## src/rtl/lrs_pkg.sv

```systemverilog
// Package: shared state encoding and constants for the link recovery sequencer.
// Assumes: the four-lane trained-width code is fixed at 3'b010.
package lrs_pkg;

    typedef enum logic [3:0] {
        S_IDLE,
        S_POLL,
        S_QUIESCE,
        S_RXRST,
        S_RXREL,
        S_STCLR,
        S_SETTLE,
        S_OESW,
        S_DONE
    } lrs_state_t;

    localparam logic [2:0] WIDTH_CODE_WIDE = 3'b010;

    // Largest of six cycle counts, used to size the shared delay counter.
    function automatic int unsigned lrs_max6(
        input int unsigned a, input int unsigned b, input int unsigned c,
        input int unsigned d, input int unsigned e, input int unsigned f);
        int unsigned m;
        m = a;
        if (b > m) m = b;
        if (c > m) m = c;
        if (d > m) m = d;
        if (e > m) m = e;
        if (f > m) m = f;
        return m;
    endfunction

endpackage

```

## src/rtl/lrs_delay.sv

```systemverilog
// Module: loadable down-counter that times every wait of the sequencer.
// Assumes: load value is (duration - 1); expired is high in the last cycle of a wait.
module lrs_delay #(
    parameter int unsigned CW = 8
) (
    input  logic          clk,
    input  logic          rst_n,
    input  logic          load,
    input  logic [CW-1:0] load_val,
    output logic          expired
);

    logic [CW-1:0] cnt_q;

    // Count down toward zero, reloading at the entry of each timed state.
    always_ff @(posedge clk) begin
        if (!rst_n)
            cnt_q <= '0;
        else if (load)
            cnt_q <= load_val;
        else if (cnt_q != '0)
            cnt_q <= cnt_q - 1'b1;
    end

    assign expired = (cnt_q == '0);

endmodule

```

## src/rtl/lrs_qualify.sv

```systemverilog
// Module: judges whether the port trained acceptably and builds the lane reset mask.
// Assumes: lane 0 is always in use; the remaining lanes are used only in wide mode.
module lrs_qualify #(
    parameter int unsigned LANES = 4
) (
    input  logic             port_init,
    input  logic             wide_cfg,
    input  logic [2:0]       trained_width,
    output logic             good,
    output logic [LANES-1:0] lane_mask
);
    import lrs_pkg::*;

    // A narrow port needs only the initialized bit; a wide one also needs full width.
    always_comb begin
        good = port_init && (!wide_cfg || (trained_width == WIDTH_CODE_WIDE));
    end

    for (genvar i = 0; i < LANES; i++) begin : g_lane
        if (i == 0) begin : g_first
            assign lane_mask[i] = 1'b1;
        end else begin : g_rest
            assign lane_mask[i] = wide_cfg;
        end
    end

endmodule

```

## src/rtl/link_recover_seq.sv

```systemverilog
// Module: supervises serial port training after SERDES reset and runs a bounded
// lane-reset recovery loop when training fails, then waits for the error-stopped
// flag to clear. Assumes: inputs are synchronous to clk, wide_cfg is stable
// during a sequence, and every delay parameter is at least 1.
module link_recover_seq #(
    parameter int unsigned LANES       = 4,
    parameter int unsigned POLL_CYC    = 400000,
    parameter int unsigned QUIESCE_CYC = 10000,
    parameter int unsigned RXRST_CYC   = 20,
    parameter int unsigned RXREL_CYC   = 60,
    parameter int unsigned SETTLE_CYC  = 4800000,
    parameter int unsigned OES_CYC     = 200000000,
    parameter int unsigned MAX_TRIES   = 3
) (
    input  logic             clk,
    input  logic             rst_n,
    input  logic             start,
    input  logic             rst_done,
    input  logic             port_init,
    input  logic             wide_cfg,
    input  logic [2:0]       trained_width,
    input  logic             oes_flag,
    output logic             port_disable,
    output logic             ob_discard,
    output logic [LANES-1:0] lane_rx_rst,
    output logic             stat_clr,
    output logic             err_stat_clr,
    output logic             err_det_clr,
    output logic             log_err_clr,
    output logic             done,
    output logic             pass
);
    import lrs_pkg::*;

    localparam int unsigned MAXD = lrs_max6(POLL_CYC, QUIESCE_CYC, RXRST_CYC,
                                            RXREL_CYC, SETTLE_CYC, OES_CYC);
    localparam int unsigned CW   = (MAXD < 2) ? 1 : $clog2(MAXD);
    localparam int unsigned TW   = (MAX_TRIES < 2) ? 1 : $clog2(MAX_TRIES);
    localparam logic [TW-1:0] LAST_TRY = TW'(MAX_TRIES - 1);

    lrs_state_t      st_q, st_d;
    logic [TW-1:0]   tries_q, tries_d;
    logic            res_q, res_d;
    logic            ld;
    logic [CW-1:0]   ld_val;
    logic            expired;
    logic            good;
    logic [LANES-1:0] lane_mask;

    lrs_delay #(.CW(CW)) u_delay (
        .clk      (clk),
        .rst_n    (rst_n),
        .load     (ld),
        .load_val (ld_val),
        .expired  (expired)
    );

    lrs_qualify #(.LANES(LANES)) u_qualify (
        .port_init     (port_init),
        .wide_cfg      (wide_cfg),
        .trained_width (trained_width),
        .good          (good),
        .lane_mask     (lane_mask)
    );

    // Next-state, attempt count, result and timer reload decisions.
    always_comb begin
        st_d    = st_q;
        tries_d = tries_q;
        res_d   = res_q;
        ld      = 1'b0;
        ld_val  = '0;
        unique case (st_q)
            S_IDLE: begin
                if (start) begin
                    if (!rst_done) begin
                        st_d  = S_DONE;
                        res_d = 1'b0;
                    end else begin
                        st_d   = S_POLL;
                        ld     = 1'b1;
                        ld_val = CW'(POLL_CYC - 1);
                    end
                end
            end
            S_POLL: begin
                if (port_init && good) begin
                    st_d   = S_OESW;
                    ld     = 1'b1;
                    ld_val = CW'(OES_CYC - 1);
                end else if (port_init || expired) begin
                    st_d    = S_QUIESCE;
                    tries_d = '0;
                    ld      = 1'b1;
                    ld_val  = CW'(QUIESCE_CYC - 1);
                end
            end
            S_QUIESCE: begin
                if (expired) begin
                    st_d   = S_RXRST;
                    ld     = 1'b1;
                    ld_val = CW'(RXRST_CYC - 1);
                end
            end
            S_RXRST: begin
                if (expired) begin
                    st_d   = S_RXREL;
                    ld     = 1'b1;
                    ld_val = CW'(RXREL_CYC - 1);
                end
            end
            S_RXREL: begin
                if (expired) st_d = S_STCLR;
            end
            S_STCLR: begin
                st_d   = S_SETTLE;
                ld     = 1'b1;
                ld_val = CW'(SETTLE_CYC - 1);
            end
            S_SETTLE: begin
                if (expired) begin
                    if (good) begin
                        st_d   = S_OESW;
                        ld     = 1'b1;
                        ld_val = CW'(OES_CYC - 1);
                    end else if (tries_q == LAST_TRY) begin
                        st_d  = S_DONE;
                        res_d = 1'b0;
                    end else begin
                        st_d    = S_QUIESCE;
                        tries_d = tries_q + 1'b1;
                        ld      = 1'b1;
                        ld_val  = CW'(QUIESCE_CYC - 1);
                    end
                end
            end
            S_OESW: begin
                if (!oes_flag) begin
                    st_d  = S_DONE;
                    res_d = 1'b1;
                end else if (expired) begin
                    st_d  = S_DONE;
                    res_d = 1'b0;
                end
            end
            S_DONE: begin
                st_d = S_IDLE;
            end
            default: st_d = S_IDLE;
        endcase
    end

    // State, attempt count and result registers.
    always_ff @(posedge clk) begin
        if (!rst_n) begin
            st_q    <= S_IDLE;
            tries_q <= '0;
            res_q   <= 1'b0;
        end else begin
            st_q    <= st_d;
            tries_q <= tries_d;
            res_q   <= res_d;
        end
    end

    // Output decode from the current state.
    always_comb begin
        port_disable = (st_q == S_QUIESCE) || (st_q == S_RXRST) ||
                       (st_q == S_RXREL)   || (st_q == S_STCLR);
        ob_discard   = port_disable;
        lane_rx_rst  = (st_q == S_RXRST) ? lane_mask : '0;
        stat_clr     = (st_q == S_STCLR);
        done         = (st_q == S_DONE);
        pass         = done && res_q;
        err_stat_clr = pass;
        err_det_clr  = pass;
        log_err_clr  = pass;
    end

endmodule

```

## config.mk

```make
export PLATFORM = sky130hd
export DESIGN_NAME = link_recover_seq
export DESIGN_NICKNAME = d
export VERILOG_FILES = /design/src/rtl/lrs_pkg.sv /design/src/rtl/lrs_delay.sv /design/src/rtl/lrs_qualify.sv /design/src/rtl/link_recover_seq.sv
export SDC_FILE = /design/constraint.sdc
export NUM_CORES = 1
export LEC_CHECK = 0
export BUFFER_PORTS_ARGS = -buffer_cell sky130_fd_sc_hd__buf_2
export CORE_UTILIZATION = 60
export DETAILED_ROUTE_END_ITERATION = 10
export HOLD_SLACK_MARGIN = 0.15
export PLACE_DENSITY = 0.8
export RECOVER_POWER = 50
export SYNTH_ARGS = -nofsm -noshare
export SYNTH_HDL_FRONTEND = slang
export SYNTH_HIERARCHICAL = 1
export SYNTH_SLANG_ARGS = --single-unit
```

## constraint.sdc

```tcl
create_clock -name clk -period 9.7 [get_ports clk]
set_clock_uncertainty 0.1 [all_clocks]
set_input_delay 0.485 -clock clk [delete_from_list [all_inputs] [get_ports clk]]
set_output_delay 0.485 -clock clk [all_outputs]
set_load 0.05 [all_outputs]
```

==> impl_metrics.py <==
metrics = {
    "yosys": {
        "syn-cell-area_um2": 2410,
        "syn_inst": 321,
        "synth_common_cells": "nand2_1 (45), dfxtp_1 (35), nor3_1 (19)",
        "synth_edf_count": 0,
        "synth_area_per_cell_um2": 7.52,
        "synth.area.top_cells": "dfxtp_1 (29%), nand2_1 (7.0%), xnor2_1 (6.5%), nor3_1 (3.9%), o21ai_1 (3.7%)",
        "synth_seq_cells": 35,
        "yosys.area.top_type": "dfxtp_1",
        "synth_ff_type": "dfxtp_1",
        "netlist.area_leader.share": 0.290,
        "seq_area_frac_synth": 0.290,
        "synth_cell_type_count": 54,
        "synth_async_sr_flop_share": 0,
        "yosysWarnings": 6,
        "synth.most_common_cell": "nand2_1",
    },
    "die": {
        "core_area_um2": 3770,
        "num_rows": 22,
        "start_util": 0.640,
        "die_h_um": 65.4,
        "fp.dieW_um": 65.4,
        "ios": 22,
        "die-area_um2": 4280,
    },
    "run": {
        "drv_cap": 0,
    },
    "clock_network": {
        "cts-buffers-inserted": 5,
        "cts.path.max_buffers": 2,
        "cts_root_buf": "clkbuf_8",
        "cts_resized": 0,
        "clock_latency_ns": 0.30,
        "ctsHoldBuffers": 0,
        "clkSlewWorstSetupHoldPaths_ns": 0.08,
        "post-cts-setup-buffers": 0,
        "cts_htree_levels": 2,
        "cts_tree": "yes",
        "clock-sinks": 35,
    },
    "global_routing": {
        "grt_remaining_overflow": 0,
        "grt_pass1_vias": 2028,
        "grt_use_total": 0.281,
        "antenna_found_initial": 0,
        "grt_max_degree": 24,
        "grt_pass1_wl_mm": 9.25,
    },
    "sta": {
        "setup_tns_ns": 0,
        "fmax_mhz": 194,
        "tightest_slew_ns": 1.12,
        "maxSlewViolCount": 0,
        "hold_viol_final": 0,
        "finalCritPeriodShare": 0.531,
        "fin_ws_ns": 4.55,
        "relSlewSlack": 0.252,
        "holdWs_ns": 0.378,
        "grt_setup_unrepaired": "no",
        "period_needed_ns": 5.15,
        "setup_viol": 0,
    },
    "worst_hold_path": {
        "min_path_type": "flip-flop to flip-flop",
    },
    "route": {
        "wl_per_cell_um": 14.5,
        "drc": 0,
        "vias": 2257,
        "final_antenna_net_count": 0,
        "vias_per_cell": 5.99,
        "drtIter0Drc": 303,
        "drt-total-wl_mm": 5.45,
        "drt_first_pass_iters": 4,
    },
    "critical_path": {
        "cp_max_fo": 23,
        "critPathKind": "flip-flop to flip-flop",
        "path_buf_inv": 1,
        "cpPeakStageDelay_ns": 1.01,
        "regToRegSetupSlack_ns": 4.55,
        "worst_setup_path_start_kind": "flip-flop",
        "path_delay_family": "simple AND/OR/NAND/NOR gates",
        "cp-end-kind": "flip-flop",
        "required_ns": 9.82,
        "arrival_ns": 5.27,
        "path_cells": "or4_1 > or4_1 > nor4b_4 > nor3_1 > nor3_1 > a311oi_1 > nand2_1 > inv_1 > nor2_1 > nand2_1 > o21ai_1",
        "cp_slowest_cell": "nor4b_4",
    },
    "pwr": {
        "p_leak_nw": 0.989,
        "ir_drop_mv": 0.189,
        "power_mw": 0.984,
        "power.density_nw_per_um2": 387,
    },
    "status": {
        "status": "finished, final reports clean",
    },
    "layout": {
        "drive_gt1_frac": 0.0881,
        "final_nets": 341,
        "area_delta_synth_final_pct": 5.34,
        "final-seq-area_um2": 701,
        "diodes": 0,
        "final_cell_area_um2": 2540,
        "multi_input_area_um2": 1520,
        "n_fill_cell": 330,
    },
    "placed_design": {
        "placed_area_um2": 2460,
        "dp_hpwl_mm": 3.81,
        "place_ws_ns": 4.79,
        "place.port_buffers": 21,
        "place.gp.congestion": 0.900,
    },
}
-- stage by stage --
step | instances | util
2_1_floorplan | 322 | -
3_3_place_gp | 369 | 0.652
3_5_place_dp | 369 | 0.652
4_1_cts | 377 | 0.682
5_1_grt | 377 | 0.674
6_report | 377 | 0.674
-- registers in the layout, indices dropped and copies added (netlist names) --
signal and cells:
st_q 4, res_q 1, u_delay/cnt_q 28, tries_q 2
-- per-layer routing --
metal  vias up  part of all wire  track usage
met5         -                 0            0
met4         0             0.014        0.114
met3         7             0.044       0.0538
met2        55              0.45        0.429
met1      1045              0.49        0.385
li1       1150                 -            -
-- worst reg2reg max path, cell delays in order, from the launching register on --
cell and delay, ns:
dfxtp_1 0.35, or4_1 0.62, or4_1 0.62, nor4b_4 1.01, nor3_1 0.12, nor3_1 0.31, a311oi_1 0.15, nand2_1 0.40
inv_1 0.35, nor2_1 0.81, nand2_1 0.13, o21ai_1 0.11
-- worst paths after layout --
check / from / to / cells after the start
min reg2reg: tries_q[1] / tries_q[1] / 2
max reg2reg: u_delay/cnt_q[16] / u_delay/cnt_q[27] / 11
min: tries_q[1] / tries_q[1] / 2
max: u_delay/cnt_q[16] / u_delay/cnt_q[27] / 11
-- power breakdown --
group	switching, mW	internal, mW	leakage [nW]
Clock	0.0592	0.0766	0.0581
Combinational	0.355	0.228	0.644
Sequential	0.0663	0.199	0.286
-- final cells by class --
cell class / instances / area share
Clock buffer: 5 / 0.0271
Clock inverter: 3 / 0.0172
Inverter: 14 / 0.0207
Multi-Input combinational cell: 250 / 0.597
Sequential cell: 35 / 0.276
Tap cell: 48 / 0.0236
Timing Repair Buffer: 22 / 0.0384
-- cell families after synthesis --
family | Yosys count | share of synthesized area
buf+inv | 37 | 0.0762
other cells | 2 | 0.00311
compound gates | 72 | 0.183
flops | 35 | 0.290
xor+xnor | 18 | 0.0653
mux | 3 | 0.0130
fa+ha+maj | 3 | 0.0156
simple gates | 151 | 0.354
-- cells in the final DEF, fill, tap and decap left out, types with 2 or more instances in the layout --
cell type	netlist	routed
nand2_1	45	45
dfxtp_1	35	35
nor3_1	19	19
o21ai_1	18	18
xnor2_1	18	18
a21oi_1	16	16
nor2_1	13	13
inv_1	13	13
o21ai_0	12	12
clkbuf_1	8	12
nand3_1	10	10
buf_2	6	9
or3_1	8	8
nand3b_1	7	7
nor4_1	7	7
a31oi_1	7	7
or4_1	5	7
nand2b_1	6	6
and2_1	5	5
clkbuf_8	0	5
nor2b_1	4	4
nand4_1	4	4
o31ai_1	4	4
o21a_1	3	3
ha_1	3	3
conb_1	2	3
a311oi_1	1	2
nand4bb_1	2	2
a31o_2	2	2
a211oi_1	2	2
or2_1	2	2
mux2i_1	2	2
Power figures use the tool's default switching activity.
